## src/rtl/cwg_pkg.sv

```systemverilog
// Package: shared tap naming for the cubic weight generator.
// Assumes four taps at offsets -1, 0, +1, +2, in that index order.
package cwg_pkg;
    localparam int NTAPS = 4;

    typedef enum logic [1:0] {
        TAP_M1 = 2'd0,
        TAP_C0 = 2'd1,
        TAP_P1 = 2'd2,
        TAP_P2 = 2'd3
    } tap_e;
endpackage

```

## src/rtl/cwg_terms.sv

```systemverilog
// Module: exact kernel numerators for the four taps.
// Each numerator is the kernel value times 2^(3*FRAC_W), as an exact
// two's-complement integer. Assumes the fraction lies in [0,1), so the
// outer taps use the far segment and the centre taps use the near segment.
module cwg_terms
    import cwg_pkg::*;
#(
    parameter int FRAC_W = 8,
    parameter int NUM_W  = 3 * FRAC_W + 4
) (
    input  logic [FRAC_W-1:0]            frac,
    output logic [NTAPS-1:0][NUM_W-1:0]  num
);
    localparam logic [NUM_W-1:0] ONE_F    = NUM_W'(1) << FRAC_W;
    localparam logic [NUM_W-1:0] ONE_CUBE = NUM_W'(1) << (3 * FRAC_W);

    logic [NUM_W-1:0] cc, dd, c_sq, d_sq, c_cu, d_cu;

    // Powers of the fraction and of its complement to one.
    always_comb begin
        cc   = NUM_W'(frac);
        dd   = ONE_F - cc;
        c_sq = cc * cc;
        d_sq = dd * dd;
        c_cu = c_sq * cc;
        d_cu = d_sq * dd;
    end

    // Segment polynomials rewritten in terms of the fraction.
    always_comb begin
        num[TAP_M1] = '0 - (cc * d_sq);
        num[TAP_C0] = ONE_CUBE - (c_sq << (FRAC_W + 1)) + c_cu;
        num[TAP_P1] = ONE_CUBE - (d_sq << (FRAC_W + 1)) + d_cu;
        num[TAP_P2] = '0 - (dd * c_sq);
    end
endmodule

```

## src/rtl/cwg_round.sv

```systemverilog
// Module: scales each exact numerator by 2^SCALE_W and rounds it to the
// nearest integer, halves upward, in a single step.
// Assumes the numerators carry a fixed denominator of 2^(3*FRAC_W).
module cwg_round
    import cwg_pkg::*;
#(
    parameter int FRAC_W  = 8,
    parameter int NUM_W   = 3 * FRAC_W + 4,
    parameter int SCALE_W = 8,
    parameter int WT_W    = 16
) (
    input  logic [NTAPS-1:0][NUM_W-1:0] num,
    output logic [NTAPS-1:0][WT_W-1:0]  wt
);
    localparam int SH_W  = NUM_W + SCALE_W + 1;
    localparam int DEN_W = 3 * FRAC_W;

    for (genvar t = 0; t < NTAPS; t++) begin : g_tap
        logic signed [SH_W-1:0] scaled;

        // Widen, scale and add the half-unit bias.
        always_comb begin
            scaled = (SH_W'($signed(num[t])) <<< SCALE_W)
                   + (SH_W'(1) <<< (DEN_W - 1));
            wt[t]  = WT_W'(scaled >>> DEN_W);
        end
    end
endmodule

```

## src/rtl/cwg_balance.sv

```systemverilog
// Module: forces the rounded weights to sum to exactly 2^SCALE_W by
// adding the residue to the larger centre weight (the 0 tap on a tie).
// Assumes the residue is small, a few units at most.
module cwg_balance
    import cwg_pkg::*;
#(
    parameter int SCALE_W = 8,
    parameter int WT_W    = 16
) (
    input  logic [NTAPS-1:0][WT_W-1:0] raw,
    output logic [NTAPS-1:0][WT_W-1:0] wt
);
    localparam int SUM_W = WT_W + 3;
    localparam logic signed [SUM_W-1:0] UNITY = SUM_W'(1) <<< SCALE_W;

    logic signed [SUM_W-1:0] total;
    logic signed [SUM_W-1:0] resid;
    logic                    pick_c0;

    // Residue of the rounded set against unity.
    always_comb begin
        total = '0;
        for (int t = 0; t < NTAPS; t++) begin
            total = total + SUM_W'($signed(raw[t]));
        end
        resid   = UNITY - total;
        pick_c0 = $signed(raw[TAP_C0]) >= $signed(raw[TAP_P1]);
    end

    // Residue goes to the dominant centre tap.
    always_comb begin
        wt = raw;
        if (pick_c0) begin
            wt[TAP_C0] = WT_W'($signed(raw[TAP_C0]) + resid);
        end else begin
            wt[TAP_P1] = WT_W'($signed(raw[TAP_P1]) + resid);
        end
    end
endmodule

```

## src/rtl/cubic_weight_gen.sv

```systemverilog
// Module: cubic convolution weight generator, top level.
// Stage 1 registers the exact kernel numerators for an accepted fraction.
// Stage 2 registers the rounded, unity-balanced weights. The whole pipe
// advances together whenever the output register is empty or being taken.
// Assumes a synchronous active-low reset.
module cubic_weight_gen
    import cwg_pkg::*;
#(
    parameter int FRAC_W  = 8,
    parameter int WT_W    = 16,
    parameter int SCALE_W = 8
) (
    input  logic              clk,
    input  logic              rst_n,
    input  logic              in_valid,
    output logic              in_ready,
    input  logic [FRAC_W-1:0] frac_u,
    output logic              out_valid,
    input  logic              out_ready,
    output logic [WT_W-1:0]   wt_m1,
    output logic [WT_W-1:0]   wt_c0,
    output logic [WT_W-1:0]   wt_p1,
    output logic [WT_W-1:0]   wt_p2
);
    localparam int NUM_W = 3 * FRAC_W + 4;

    logic                             advance;
    logic                             s1_valid;
    logic [NTAPS-1:0][NUM_W-1:0]      num_comb, s1_num;
    logic [NTAPS-1:0][WT_W-1:0]       rnd_w, bal_w, s2_w;

    // Pipe moves when the output slot is free or being consumed.
    always_comb begin
        advance  = !out_valid || out_ready;
        in_ready = advance;
    end

    cwg_terms #(.FRAC_W(FRAC_W), .NUM_W(NUM_W)) i_terms (
        .frac (frac_u),
        .num  (num_comb)
    );

    // Stage 1: capture exact numerators of an accepted fraction.
    always_ff @(posedge clk) begin
        if (!rst_n) begin
            s1_valid <= 1'b0;
            s1_num   <= '0;
        end else if (advance) begin
            s1_valid <= in_valid;
            if (in_valid) begin
                s1_num <= num_comb;
            end
        end
    end

    cwg_round #(.FRAC_W(FRAC_W), .NUM_W(NUM_W), .SCALE_W(SCALE_W), .WT_W(WT_W)) i_round (
        .num (s1_num),
        .wt  (rnd_w)
    );

    cwg_balance #(.SCALE_W(SCALE_W), .WT_W(WT_W)) i_balance (
        .raw (rnd_w),
        .wt  (bal_w)
    );

    // Stage 2: present balanced weights, hold them while stalled.
    always_ff @(posedge clk) begin
        if (!rst_n) begin
            out_valid <= 1'b0;
            s2_w      <= '0;
        end else if (advance) begin
            out_valid <= s1_valid;
            if (s1_valid) begin
                s2_w <= bal_w;
            end
        end
    end

    // Fan the weight vector out to the named tap ports.
    always_comb begin
        wt_m1 = s2_w[TAP_M1];
        wt_c0 = s2_w[TAP_C0];
        wt_p1 = s2_w[TAP_P1];
        wt_p2 = s2_w[TAP_P2];
    end

    // presented weights sum to unity scale.
    a_r5_unity_sum: assert property (@(posedge clk) disable iff (!rst_n)
        out_valid |-> ((WT_W+3)'($signed(wt_m1)) + (WT_W+3)'($signed(wt_c0))
                     + (WT_W+3)'($signed(wt_p1)) + (WT_W+3)'($signed(wt_p2)))
                     == ((WT_W+3)'(1) << SCALE_W));

    // outer taps never positive.
    a_r11_outer_nonpos: assert property (@(posedge clk) disable iff (!rst_n)
        out_valid |-> ($signed(wt_m1) <= 0 && $signed(wt_p2) <= 0));

    // centre taps stay within 0 .. unity.
    a_r11_centre_range: assert property (@(posedge clk) disable iff (!rst_n)
        out_valid |-> ($signed(wt_c0) >= 0 && $signed(wt_p1) >= 0
                   && $signed(wt_c0) <= (1 << SCALE_W)
                   && $signed(wt_p1) <= (1 << SCALE_W)));

    // an accepted fraction occupies stage 1 next cycle.
    a_r7_enter: assert property (@(posedge clk) disable iff (!rst_n)
        (in_valid && in_ready) |=> s1_valid);

    // a stage-1 item moves to the output on an unstalled edge.
    a_r7_present: assert property (@(posedge clk) disable iff (!rst_n)
        (s1_valid && in_ready) |=> out_valid);

    // stalled output keeps valid and data.
    a_r9_hold: assert property (@(posedge clk) disable iff (!rst_n)
        (out_valid && !out_ready) |=> (out_valid && $stable(wt_m1) && $stable(wt_c0)
                                      && $stable(wt_p1) && $stable(wt_p2)));
endmodule

```

## config.mk

```make
export PLATFORM = sky130hd
export DESIGN_NAME = cubic_weight_gen
export DESIGN_NICKNAME = d
export VERILOG_FILES = /design/src/rtl/cwg_pkg.sv /design/src/rtl/cwg_terms.sv /design/src/rtl/cwg_round.sv /design/src/rtl/cwg_balance.sv /design/src/rtl/cubic_weight_gen.sv
export SDC_FILE = /design/constraint.sdc
export NUM_CORES = 1
export LEC_CHECK = 0
export BUFFER_PORTS_ARGS = -buffer_cell sky130_fd_sc_hd__buf_2
export CORE_MARGIN = 2
export CORE_UTILIZATION = 65
export DETAILED_ROUTE_END_ITERATION = 8
export PLACE_DENSITY = 0.82
export SLEW_MARGIN = 40
export SYNTH_ARGS = -nofsm -noshare
export SYNTH_HDL_FRONTEND = slang
export SYNTH_SLANG_ARGS = --single-unit
export TNS_END_PERCENT = 100
```

## constraint.sdc

```tcl
create_clock -name clk -period 15.5 [get_ports clk]
set_input_delay 0.775 -clock clk [delete_from_list [all_inputs] [get_ports clk]]
set_output_delay 0.775 -clock clk [all_outputs]
set_load 0.05 [all_outputs]
```

==> reports/qor.txt, run 1 <==
Yosys warnings - 0
Worst R2R Path Depth - 30
fmax - 71.34 MHz
Layout Skew - 0.01460 ns
Setup crit end kind - flip-flop
Vias/cell - 5.758
vias in the first global route - 26.65k
first-pass GRT wire length - 137.8 mm
via count - 26.07k
synthesis-to-layout area growth - 4.887%
fraction of registers with async set/reset - 0%
CP arrival - 14.30 ns
cells after synthesis - 3822
GR Overflow Total - 0
Final Setup Violations - 0
count of buffers from port buffering - 77
critical path class - primary input to flip-flop
Worst Hold Depth - 2
required time worst endpoint - 15.79 ns
launch point of the worst path - frac_u[1]
CP max stage cell - fa_1
synth unique cells - 78
Initial Util - 65.45%
Worst-Margin Slew - 0.9524 ns
synthesis-stage register bit count - 112
CORE AREA - 49760 µm²
post-cts resize count - 0
top_reg_cell synth - dfxtp_1
Max stage delay on crit path - 0.54 ns
post-route insts no fill - 4528
DRC Markers - 0
# nets final - 4923
Critical path buffers and inverters - 12
wirelength, routed - 83.94 mm
largest net degree at the start of global routing - 84
min-delay worst type - flip-flop to flip-flop
Sink Count - 112
Die Y - 227.8 µm
Row Count - 82
max cap viols - 0
setup bufs post-CTS - 0
hold path start - wt_c0[1]$_SDFFE_PN0P_
CP Max Fanout - 33
CTS tree - built
Post-synth EDFFs - 0
cell count after placement - 4511
fraction of synthesized area in multiplexers - 0.4380%
Total Routing Usage GR - 33.24%
XOR/XNOR share of the synthesized area - 4.921%
Post-DRT Antenna Nets - 0
fraction of layout cells with a size suffix above 1 - 5.032%
Max Slew Vio Count - 0
synthesized cell area - 32570 µm²
H-tree depth - 3
Critical Path Stages - 49
Syn Area/Cell - 8.521 µm²
initial antenna violation count - 1
Simple-Gate Fraction of Synth Area - 16.19%
Min Clock Period, post-route - 14.02 ns
status - finished, final reports clean
Top cell by count, worst path - fa_1
final period utilization - 90.44%
Fin. Hold Viols - 0
Post-DP HPWL - 68.13 mm
CTS Hold Bufs - 0
adder-cell share of the synthesized area - 52.43%
Die ar. - 51910 µm²
first drt pass iteration count - 5
complex-gate fraction of the synthesized area - 8.429%
Fin Setup TNS - 0 ns
WL/cell - 18.54 µm
root buffer cell - clkbuf_16
post-synthesis sequential area ratio - 6.885%
RSZ-0062 raised after global routing - false
fillcell total - 3913
Num CTS Buffers - 9
clk_lat worst skew - 0.37 ns
largest family of logic cells by synthesized area - adder cells
routability cong. - 1.058
CP startpoint kind - primary input
Top delay family on crit path - adder cells
relative slew slack - 36.05%
worst-case clock buffer depth - 2
clk slew on worst S/H paths - 0.08 ns
Worst R2R Start - s1_num[43]$_SDFFE_PN0P_
I/O Pins - 78
initial DRC count - 2187
Die X-Extent - 227.8 µm
## placed cells by master, fill, tap and decap left out, types with 6 or more instances in the layout
cell type,netlist,final
nand2_1,297,296
or2_2,7,7
or3_1,16,16
nand4_1,16,16
a211oi_1,44,44
buf_2,2,77
a2111oi_0,6,6
a21oi_1,136,135
clkinv_1,9,9
inv_1,769,768
o31a_1,6,6
dfxtp_1,112,112
fa_1,506,506
nor2b_1,35,35
clkbuf_16,0,9
o31ai_1,7,7
xor2_1,71,68
o21ai_0,80,79
o211ai_1,7,7
conb_1,2,21
xnor2_1,112,107
nor2_1,334,333
nand3_1,59,59
o21a_1,27,27
a31oi_1,15,15
and3_1,31,31
a211o_1,7,7
ha_1,555,555
buf_4,6,60
o21bai_1,14,14
nand2b_1,32,32
nor3_1,70,70
o41ai_1,7,6
mux2i_1,12,12
nor4_1,9,9
a21o_1,21,21
and2_1,179,177
## worst register-to-register path: cells and delay by family, from the launching register on
family                     cells  cell delay, ns
xor gates and xnor gates       4            1.24
buffers and inverters          1            0.27
adders and majority gates      7            2.26
and+or+nand+nor                6            1.22
AOI/OAI and AO/OA             12            2.24
DFF                            1            0.34
## path summary, 6_finish.rpt
check                             to  slack, ns
max          s1_num[82]$_SDFFE_PN0P_       1.48
min            wt_c0[1]$_SDFFE_PN0P_       0.46
max reg2reg   wt_c0[15]$_SDFFE_PN0P_       7.85
min reg2reg    wt_c0[1]$_SDFFE_PN0P_       0.46
## Yosys cell counts, drive strengths merged, types with 8 or more instances
master	number	area, µm²
a211oi	45	342.8
a21o	21	157.7
a21oi	137	689.4
a31oi	16	106.4
and2	179	1120
and3	31	193.9
buf	21	111.4
clkbuf	118	442.9
clkinv	9	33.78
dfxtp	112	2242
fa	506	10130
ha	555	6944
inv	771	2894
mux2i	12	120.1
nand2	297	1115
nand2b	32	200.2
nand3	59	295.3
nand4	16	100.1
nor2	334	1254
nor2b	35	219.0
nor3	73	386.6
nor4	9	56.30
o21a	27	202.7
o21ai	80	400.4
o21bai	14	105.1
o31ai	8	73.82
or3	16	100.1
xnor2	112	980.9
xor2	71	621.9
## flip-flops by register name, indices dropped and copies added, names as in the netlist
| name | flops |
|---|---|
| wt_c0 | 16 |
| wt_m1 | 13 |
| wt_p2 | 13 |
| s1_num | 52 |
| out_valid | 1 |
| wt_p1 | 16 |
| s1_valid | 1 |
## cell type report
type	count	area, µm²	share of cell area [%]
Sequential cell	112	2242	6.564
Tap cell	672	840.8	2.461
Clock inverter	7	80.08	0.2344
Clock buffer	9	225.2	0.6593
Antenna cell	1	2.502	0.007326
Timing Repair Buffer	137	835.8	2.447
Inverter	780	2928	8.571
Multi-Input combinational cell	2810	27000	79.06
## stage by stage
step	setup slack [ns]	hold slack [ns]	util (%)	instance area, µm²
6_report	1.482	0.4600	68.65	34160
5_1_grt	0.7602	0.4870	68.64	34160
4_1_cts	1.577	0.4605	68.60	34130
3_5_place_dp	1.227	0.4481	67.98	33830
3_3_place_gp	1.609	0.4399	67.97	33820
2_1_floorplan	2.198	0.4439	-	32640
## kinds of logic after synthesis
logic type,after synthesis
and+or+nand+nor,1111
buffers and inverters,919
muxes,14
xor gates and xnor gates,183
AOI/OAI and AO/OA,420
other,2
DFF,112
adders and majority gates,1061
## layer usage
layer,track usage [%],vias up,routed length [µm]
met3,6.800,206,8082
met4,12.54,0,3579
met5,0,-,0
met1,45.36,12660,34960
li1,-,12070,-
met2,52.36,1138,37320
Power of run 1 is left out: the tool's default activity adds up to more than one toggle a clock period on the data nets, which glitch-free logic cannot reach.
==> run 2, diff against run 1 <==
--- a/config.mk
+++ b/config.mk
@@ -5,11 +5,10 @@
 export SDC_FILE = /design/constraint.sdc
 export NUM_CORES = 1
 export LEC_CHECK = 0
-export BUFFER_PORTS_ARGS = -buffer_cell sky130_fd_sc_hd__buf_2
 export CORE_MARGIN = 2
-export CORE_UTILIZATION = 65
+export CORE_UTILIZATION = 35
 export DETAILED_ROUTE_END_ITERATION = 8
-export PLACE_DENSITY = 0.82
+export DONT_BUFFER_PORTS = 1
 export SLEW_MARGIN = 40
 export SYNTH_ARGS = -nofsm -noshare
 export SYNTH_HDL_FRONTEND = slang
==> reports/qor.txt, run 2 (synthesis results as in run 1) <==
Row Count - 111
largest net degree at the start of global routing - 84
Vias/cell - 4.922
most common cell after layout, fill and taps aside - inv_1
initial antenna violation count - 1
status - finished, final reports clean
Min Clock Period, post-route - 13.64 ns
CP max stage cell - xnor2_1
H-tree depth - 3
critical path class - primary input to flip-flop
fmax - 73.29 MHz
Initial Util - 35.42%
first drt pass iteration count - 5
initial DRC count - 1232
count of buffers from port buffering - 0
Sink Count - 112
clk slew on worst S/H paths - 0.08 ns
relative slew slack - 40.69%
Post-DRT Antenna Nets - 0
CP startpoint kind - primary input
final period utilization - 88.03%
routability cong. - 0.9171
Total Routing Usage GR - 18.28%
post-layout util - 37.39%
max cap viols - 0
synthesis-to-layout area growth - 5.555%
GR Overflow Total - 0
CP Max Fanout - 34
WL/cell - 16.97 µm
Post-DP HPWL - 69.42 mm
I/O Pins - 78
Num CTS Buffers - 9
Top cell by count, worst path - fa_1
Fin. Hold Viols - 0
post-route insts no fill - 5007
# nets final - 4832
Max stage delay on crit path - 0.64 ns
post-cts resize count - 0
via count - 24.65k
Setup crit end kind - flip-flop
commonest cells after routing, fill and taps aside - 768 x inv_1, 555 x ha_1, 506 x fa_1
Die Y - 309.0 µm
worst-case clock buffer depth - 2
CTS tree - built
Final Setup Violations - 0
CP arrival - 13.94 ns
setup bufs post-CTS - 0
required time worst endpoint - 15.80 ns
min-delay worst type - flip-flop to flip-flop
Worst-Margin Slew - 0.8834 ns
root buffer cell - clkbuf_16
first-pass GRT wire length - 138.6 mm
Antenna diodes - 0
Worst R2R Path Depth - 30
Max Slew Vio Count - 0
Fin Setup TNS - 0 ns
Top reg by flops - s1_num
cell count after placement - 4991
Worst Hold Depth - 2
clk_lat worst skew - 0.37 ns
DRC Markers - 0
wirelength, routed - 84.97 mm
Die ar. - 95510 µm²
Hold WS - 0.4796 ns
CTS Hold Bufs - 0
CORE AREA - 91940 µm²
fraction of layout cells with a size suffix above 1 - 2.683%
Die X-Extent - 309.0 µm
vias in the first global route - 25.56k
RSZ-0062 raised after global routing - false
max reg flops - 52
Layout Skew - 0.008787 ns
[run 2: cell types whose count changed in the layout (fill, tap and decap cells not counted), moves of 2 or more]
| cell | previous run | this run |
|---|---|---|
| buf_4 | 60 | 45 |
| clkinv_4 | 2 | 0 |
| dfxtp_1 | 112 | 110 |
| buf_2 | 77 | 0 |
| dfxtp_4 | 0 | 2 |
[run 2: layer usage]
metal / up-vias / track usage [%] / share of wire, %
met4: 0 / 3.771 / 2.1
met5: - / 0 / 0
met1: 12240 / 24.58 / 46
li1: 11880 / - / -
met2: 435 / 32.27 / 48
met3: 89 / 1.206 / 3.5
[run 2: layout make-up]
cell class / instances / area (µm²)
fill: 9562 / 57560
multi-input combinational: 2810 / 26990
inverter: 780 / 2928
sequential: 112 / 2250
tap: 1243 / 1555
timing repair buffer: 46 / 349.1
clock buffer: 10 / 229.0
clock inverter: 6 / 72.57
[run 2: final timing paths]
path / slack (ns) / end / start
max: 1.86 / s1_num[82]$_SDFFE_PN0P_ / frac_u[1]
min: 0.48 / s1_num[19]$_SDFFE_PN0P_ / s1_num[19]$_SDFFE_PN0P_
max reg2reg: 8.05 / wt_c0[15]$_SDFFE_PN0P_ / s1_num[43]$_SDFFE_PN0P_
min reg2reg: 0.48 / s1_num[19]$_SDFFE_PN0P_ / s1_num[19]$_SDFFE_PN0P_
[run 2: per-stage QoR]
stage / cell area, µm² / setup WS, ns
after floorplan: 32640 / 2.198
after global placement: 34030 / 1.820
after detailed placement: 34060 / 1.503
after CTS: 34360 / 1.893
after global routing: 34380 / 1.008
final: 34380 / 1.856
[run 2: critical path, delay by kind of cell]
family / cells / cell delay, ns
buffers and inverters: 9 / 1.28
and+or+nand+nor: 5 / 0.73
xor gates and xnor gates: 2 / 1.05
muxes: 1 / 0.36
adders and majority gates: 18 / 7.70
AOI/OAI and AO/OA: 11 / 2.00
Power of run 2 is left out for the same reason.
